## src/rtl/mhtx_pkg.sv

```systemverilog
package mhtx_pkg;
  typedef enum logic [2:0] {
    ST_IDLE, ST_DEFER, ST_WAIT, ST_PRE, ST_DATA, ST_JAM, ST_BACKOFF
  } tx_state_e;

  localparam logic [3:0] PRE_NIB = 4'h5;
  localparam logic [3:0] SFD_NIB = 4'hD;
  localparam logic [3:0] JAM_NIB_PAT = 4'h9;
endpackage

```

## src/rtl/mhtx_backoff.sv

```systemverilog
module mhtx_backoff #(
  parameter int unsigned CAP      = 10,
  parameter int unsigned SLOT_NIB = 128,
  localparam int unsigned KW = $clog2(CAP + 1),
  localparam int unsigned SW = $clog2(SLOT_NIB)
) (
  input  logic           clk_i,
  input  logic           rst_ni,
  input  logic           start_i,
  input  logic [KW-1:0]  k_i,
  input  logic [CAP-1:0] rand_i,
  output logic           idle_o
);
  logic [CAP-1:0] mask;
  logic [CAP-1:0] slots_q;
  logic [SW-1:0]  nib_q;

  always_comb mask = ~({CAP{1'b1}} << k_i);

  always_ff @(posedge clk_i or negedge rst_ni) begin
    if (!rst_ni) begin
      slots_q <= '0;
      nib_q   <= '0;
    end else if (start_i) begin
      slots_q <= rand_i & mask;
      nib_q   <= '0;
    end else if (slots_q != '0) begin
      if (nib_q == SW'(SLOT_NIB - 1)) begin
        nib_q   <= '0;
        slots_q <= slots_q - 1'b1;
      end else begin
        nib_q <= nib_q + 1'b1;
      end
    end
  end

  assign idle_o = (slots_q == '0);
endmodule

```

## src/rtl/mhtx_attempts.sv

```systemverilog
module mhtx_attempts #(
  parameter int unsigned LIMIT = 16,
  parameter int unsigned CAP   = 10,
  localparam int unsigned AW = $clog2(LIMIT + 1),
  localparam int unsigned KW = $clog2(CAP + 1)
) (
  input  logic          clk_i,
  input  logic          rst_ni,
  input  logic          inc_i,
  input  logic          clr_i,
  output logic          at_limit_o,
  output logic [KW-1:0] k_o
);
  logic [AW-1:0] cnt_q;
  logic [AW-1:0] nxt;

  always_comb begin
    nxt        = cnt_q + 1'b1;
    at_limit_o = (nxt == AW'(LIMIT));
    k_o        = (nxt > AW'(CAP)) ? KW'(CAP) : KW'(nxt);
  end

  always_ff @(posedge clk_i or negedge rst_ni) begin
    if (!rst_ni)     cnt_q <= '0;
    else if (clr_i)  cnt_q <= '0;
    else if (inc_i)  cnt_q <= nxt;
  end
endmodule

```

## src/rtl/mhtx_nibsel.sv

```systemverilog
module mhtx_nibsel
  import mhtx_pkg::*;
#(
  parameter int unsigned CNT_W    = 16,
  parameter int unsigned PRE_NIBS = 16,
  parameter logic [3:0]  JAM_PAT  = JAM_NIB_PAT
) (
  input  tx_state_e        state_i,
  input  logic [CNT_W-1:0] idx_i,
  input  logic [3:0]       frm_nib_i,
  output logic             txen_o,
  output logic [3:0]       txd_o,
  output logic             rd_o
);
  always_comb begin
    txen_o = 1'b0;
    txd_o  = '0;
    rd_o   = 1'b0;
    unique case (state_i)
      ST_PRE: begin
        txen_o = 1'b1;
        txd_o  = (idx_i == CNT_W'(PRE_NIBS - 1)) ? SFD_NIB : PRE_NIB;
      end
      ST_DATA: begin
        txen_o = 1'b1;
        txd_o  = frm_nib_i;
        rd_o   = 1'b1;
      end
      ST_JAM: begin
        txen_o = 1'b1;
        txd_o  = JAM_PAT;
      end
      default: ;
    endcase
  end
endmodule

```

## src/rtl/mac_hd_tx.sv

```systemverilog
module mac_hd_tx
  import mhtx_pkg::*;
#(
  parameter int unsigned DEFER_NIB     = 16,
  parameter int unsigned WAIT_NIB      = 8,
  parameter int unsigned PRE_NIBS      = 16,
  parameter int unsigned JAM_NIB       = 8,
  parameter int unsigned SLOT_NIB      = 128,
  parameter int unsigned ATTEMPT_LIMIT = 16,
  parameter int unsigned BACKOFF_CAP   = 10,
  parameter int unsigned CNT_W         = 16,
  parameter logic [3:0]  JAM_PAT       = JAM_NIB_PAT
) (
  input  logic                   clk_i,
  input  logic                   rst_ni,
  input  logic                   tx_req_i,
  input  logic [3:0]             frm_nib_i,
  input  logic                   frm_last_i,
  input  logic                   crs_i,
  input  logic                   col_i,
  input  logic                   drop_exc_i,
  input  logic [BACKOFF_CAP-1:0] rand_i,
  output logic                   txen_o,
  output logic [3:0]             txd_o,
  output logic                   rd_o,
  output logic                   done_o,
  output logic                   retry_o,
  output logic                   exc_col_o,
  output logic                   late_col_o
);
  localparam int unsigned KW = $clog2(BACKOFF_CAP + 1);

  tx_state_e        state_q, state_d;
  logic [CNT_W-1:0] cnt_q, cnt_d, cnt_inc;
  logic             late_q, late_d;
  logic             done_d, retry_d, exc_d, latep_d;
  logic             att_inc, att_clr, at_limit, bo_start, bo_idle;
  logic [KW-1:0]    bo_k;

  mhtx_attempts #(.LIMIT(ATTEMPT_LIMIT), .CAP(BACKOFF_CAP)) u_att (
    .clk_i, .rst_ni, .inc_i(att_inc), .clr_i(att_clr),
    .at_limit_o(at_limit), .k_o(bo_k)
  );

  mhtx_backoff #(.CAP(BACKOFF_CAP), .SLOT_NIB(SLOT_NIB)) u_bo (
    .clk_i, .rst_ni, .start_i(bo_start), .k_i(bo_k), .rand_i,
    .idle_o(bo_idle)
  );

  mhtx_nibsel #(.CNT_W(CNT_W), .PRE_NIBS(PRE_NIBS), .JAM_PAT(JAM_PAT)) u_sel (
    .state_i(state_q), .idx_i(cnt_q), .frm_nib_i,
    .txen_o, .txd_o, .rd_o
  );

  // saturating so very long frames keep a valid "late" verdict
  assign cnt_inc = (&cnt_q) ? cnt_q : cnt_q + 1'b1;

  always_comb begin
    state_d  = state_q;
    cnt_d    = cnt_q;
    late_d   = late_q;
    done_d   = 1'b0;
    retry_d  = 1'b0;
    exc_d    = 1'b0;
    latep_d  = 1'b0;
    att_inc  = 1'b0;
    att_clr  = 1'b0;
    bo_start = 1'b0;
    unique case (state_q)
      ST_IDLE: if (tx_req_i) begin
        state_d = ST_DEFER;
        cnt_d   = '0;
      end
      ST_DEFER: begin
        if (crs_i) cnt_d = '0;
        else if (cnt_q == CNT_W'(DEFER_NIB - 1)) begin
          state_d = ST_WAIT;
          cnt_d   = '0;
        end else cnt_d = cnt_inc;
      end
      ST_WAIT: begin
        if (crs_i) begin
          // carrier too late to defer: force the collision
          state_d = ST_JAM;
          cnt_d   = '0;
          late_d  = 1'b0;
        end else if (cnt_q == CNT_W'(WAIT_NIB - 1)) begin
          state_d = ST_PRE;
          cnt_d   = '0;
        end else cnt_d = cnt_inc;
      end
      ST_PRE, ST_DATA: begin
        if (col_i) begin
          state_d = ST_JAM;
          cnt_d   = '0;
          late_d  = (cnt_q > CNT_W'(SLOT_NIB));
        end else if (state_q == ST_DATA && frm_last_i) begin
          state_d = ST_IDLE;
          done_d  = 1'b1;
          att_clr = 1'b1;
        end else begin
          cnt_d = cnt_inc;
          if (cnt_q == CNT_W'(PRE_NIBS - 1)) state_d = ST_DATA;
        end
      end
      ST_JAM: begin
        if (cnt_q == CNT_W'(JAM_NIB - 1)) begin
          cnt_d   = '0;
          latep_d = late_q;
          if (at_limit) begin
            exc_d   = 1'b1;
            att_clr = 1'b1;
            if (drop_exc_i) begin
              done_d  = 1'b1;
              state_d = ST_IDLE;
            end else begin
              retry_d = 1'b1;
              state_d = ST_DEFER;
            end
          end else begin
            att_inc  = 1'b1;
            retry_d  = 1'b1;
            bo_start = 1'b1;
            state_d  = ST_BACKOFF;
          end
        end else cnt_d = cnt_inc;
      end
      ST_BACKOFF: if (bo_idle) begin
        state_d = ST_DEFER;
        cnt_d   = '0;
      end
      default: state_d = ST_IDLE;
    endcase
  end

  always_ff @(posedge clk_i or negedge rst_ni) begin
    if (!rst_ni) begin
      state_q    <= ST_IDLE;
      cnt_q      <= '0;
      late_q     <= 1'b0;
      done_o     <= 1'b0;
      retry_o    <= 1'b0;
      exc_col_o  <= 1'b0;
      late_col_o <= 1'b0;
    end else begin
      state_q    <= state_d;
      cnt_q      <= cnt_d;
      late_q     <= late_d;
      done_o     <= done_d;
      retry_o    <= retry_d;
      exc_col_o  <= exc_d;
      late_col_o <= latep_d;
    end
  end
endmodule

```

## config.mk

```make
export PLATFORM = sky130hd
export DESIGN_NAME = mac_hd_tx
export DESIGN_NICKNAME = d
export VERILOG_FILES = /design/src/rtl/mhtx_pkg.sv /design/src/rtl/mhtx_backoff.sv /design/src/rtl/mhtx_attempts.sv /design/src/rtl/mhtx_nibsel.sv /design/src/rtl/mac_hd_tx.sv
export SDC_FILE = /design/constraint.sdc
export NUM_CORES = 1
export LEC_CHECK = 0
export BUFFER_PORTS_ARGS = -buffer_cell sky130_fd_sc_hd__buf_2
export CORE_MARGIN = 2
export CORE_UTILIZATION = 40
export DETAILED_ROUTE_END_ITERATION = 12
export PLACE_DENSITY = 0.55
export SLEW_MARGIN = 20
export SYNTH_ARGS = -nofsm -noshare
export SYNTH_HDL_FRONTEND = slang
export SYNTH_HIERARCHICAL = 1
export SYNTH_SLANG_ARGS = --single-unit
```

## constraint.sdc

```tcl
create_clock -name clk_i -period 3.8 [get_ports clk_i]
set_input_delay 0.95 -clock clk_i [delete_from_list [all_inputs] [get_ports clk_i]]
set_output_delay 0.95 -clock clk_i [all_outputs]
set_load 0.02 [all_outputs]
```

==> impl_metrics.csv <==
group,metric,value,unit
floorplanning,fp.coreArea,0.00826,mm^2
worst_setup_path,crit_path_cell_trace,"nor4_1 -> nand3_2 -> inv_2 -> nor2b_1 -> a2bb2oi_1 -> and2_1 -> nand2_1 -> o311ai_1",
sta,maxSlewViolCount,0,
global_route,grt_max_degree,26,
yosys,syn_avg_cell_area,9.05,um^2
cts,cts_buffers,5,
sta,timing.fmax,339,MHz
cts,clk_pin_slew,90,ps
yosys,synthMuxAreaShare,0.0120,
global_route,gr-total-overflow,0,
worst_setup_path,max_stage_delay,480,ps
sta,fin_crit_sh,0.776,
power,power.total,2.07,mW
floorplanning,start_util,0.417,
cts,cts_setup_buffers,0,
sta,fin_tns_setup,0,ps
worst_setup_path,crit_fanout,25,
place,dp_hpwl,5750,um
finish,antenna_cells,0,
route,drc_errors,0,
cts,clkLatencyLatePin,290,ps
global_route,grt_pass1_wl,14000,um
worst_setup_path,slowest_stage,"and2_1",
cts,tritoncts,"built",
route,dr.first_iter.drc_count,149,
floorplanning,ios,31,
route,antenna_left,0,
yosys,synth_compound_area_frac,0.217,
floorplanning,die_x,96.7,um
floorplanning,die_y,96.7,um
cts,clock-root-buffer,"clkbuf_8",
finish,syn_to_final_growth,4.95,%
worst_setup_path,cp-start-kind,"flip-flop",
power,p_per_area,573,mW/mm^2
cts,cts_max_path_buffers,2,
yosys,syn-num-nets,408,
route,viasPerCell,5.90,
place,dp.cells,494,
power,p_leak,1.52,nW
min_path,hold_path_class,"flip-flop to flip-flop",
yosys,synthSimpleGateAreaFrac,0.305,
global_route,track_usage,0.177,
sta,worst_pin_slew,705,ps
run_status,status,"completed",
yosys,ys_async_sr_fraction,1.00,
finish,final_nets,424,
global_route,grt_pass1_vias,2888,
sta,fin_skew,8.07,ps
yosys,ys_warn_count,6,
yosys,yosysMostFrequentCell,"dfrtp_1",
yosys,syn_area,0.00344,mm^2
yosys,synthAdderAreaFrac,0.0255,
route,totalWireLength,8010,um
cts,cts_resized,0,
cts,ctsHoldBuffers,0,
power,vdd_drop_max,225,uV
worst_setup_path,crit_type,"flip-flop to flip-flop",
sta,final-setup-viol-count,0,
yosys,synth_area_leaders,"dfrtp_1 33%, a21oi_1 3.8%, nor2_1 3.6%, nand2_1 3.2%, nand3_1 3.1%",
worst_setup_path,required,3990,ps
sta,relSlewSlack,0.530,
yosys,ys_seq_area_frac,0.335,
yosys,netlist-cell-type-count,85,
worst_setup_path,r2r_setup_slack,850,ps
yosys,synth-xor-area-share,0.0273,
flow_run,drv_cap,0,
cts,cts_sinks,46,
global_route,antenna_found_initial,0,
place,port_buffers,30,
yosys,synth_ff_type,"dfrtp_1",
floorplanning,rows,33,
finish,final_cells,501,
sta,rsz0062_at_grt,"false",
place,gp_congestion,0.836,
route,routedWlPerCell,16.0,um
yosys,synth_top_family_by_area,"simple AND/OR/NAND/NOR gates",
sta,hold_viol,0,
yosys,synth_seq_cells,46,
route,dr.pass1.iters,4,
route,vias,2954,
floorplanning,die_area,0.00936,mm^2
sta,min_period,2950,ps
finish,drive_gt1_frac,0.205,
yosys,yosys-top-cells-count,"46 x dfrtp_1, 33 x nor2_1, 29 x nand2_1",
yosys,synth.top_cell.area_share,0.335,
yosys,synthCells,380,
yosys,yosysTopAreaCell,"dfrtp_1",
cts,cts_max_level,2,
worst_setup_path,cp-end-kind,"flip-flop",
worst_setup_path,arrival,3140,ps
yosys,synth-edff-count,0,
sequential cells by signal, summed over array words and instances, names as in the netlist:
name,flops
cnt_q,16
u_att/cnt_q,5
u_bo/nib_q,7
done_o,1
retry_o,1
exc_col_o,1
late_col_o,1
state_q,3
u_bo/slots_q,10
late_q,1
cells in the final DEF (no fill, tap or decap), types with 4 or more instances in the layout:
cell type  netlist  routed
a211oi_1         6       6
a21o_1           4       4
a21oi_1         26      26
a22o_1           4       4
a31oi_1          9       9
and3_1           6       6
buf_2            4      30
clkbuf_8         2       5
dfrtp_1         46      46
ha_1             7       7
inv_1           12      12
nand2_1         29      29
nand3_1         21      21
nand4_1          7       7
nor2_1          33      33
nor3_1          12      11
nor4_1           6       6
o21ai_0         10      10
o21ai_1          6       6
o31ai_1          8       8
or3_1            7       7
or3_2            4       4
xnor2_1          5       5
report_power, final:
part / internal (mW) / switching [mW]
Sequential: 0.562 / 0.183
Clock: 0.127 / 0.157
Combinational: 0.444 / 0.597
worst paths after layout:
path                            startpoint       endpoint  cells after the start
setup / recovery           u_bo/slots_q[6]       cnt_q[5]                      8
hold reg to reg                     late_q         late_q                      1
hold / removal                      late_q         late_q                      1
min in group asynchronous           rst_ni     state_q[0]                      1
max in group asynchronous           rst_ni  u_bo/nib_q[3]                      2
setup reg to reg           u_bo/slots_q[6]       cnt_q[5]                      8
layer usage:
metal	GRT usage	wire (um)	part of all wire	vias up
met3	0.0318	293	0.037	11
met1	0.236	3830	0.48	1430
met2	0.289	3760	0.47	60
li1	-	-	-	1453
met5	0	0	0	-
met4	0.0639	133	0.017	0
logic make-up (layout without fill, tap and decap cells):
logic type | count (synthesis) | in the layout
DFF | 46 | 46
buffers and inverters | 38 | 54
and+or+nand+nor | 170 | 170
adders and majority gates | 7 | 7
xor gates and xnor gates | 9 | 9
muxes | 4 | 4
AOI/OAI and AO/OA | 106 | 106
layout make-up:
type	count	area [um^2]
clock buffer	7	76.3
multi-input combinational	296	2030
timing repair buffer	33	173
fill	823	4650
sequential	46	1150
tap	105	131
inverter	14	52.6
critical path: cells and delay by family (launching register included):
kind / cells / cell delay (ps)
simple gates: 5 / 1540
compound gates: 2 / 520
flops: 1 / 440
buf+inv: 1 / 340
through the flow:
step | area [um^2] | util | hold WS (ps) | setup slack [ps]
finish | 3610 | 0.437 | 482 | 853
global route | 3610 | 0.437 | 509 | 496
CTS | 3610 | 0.437 | 489 | 861
detailed placement | 3530 | 0.428 | 471 | 917
global placement | 3530 | 0.428 | 459 | 918
floorplan | 3440 | - | 441 | 1100
Power figures use the tool's default switching activity.
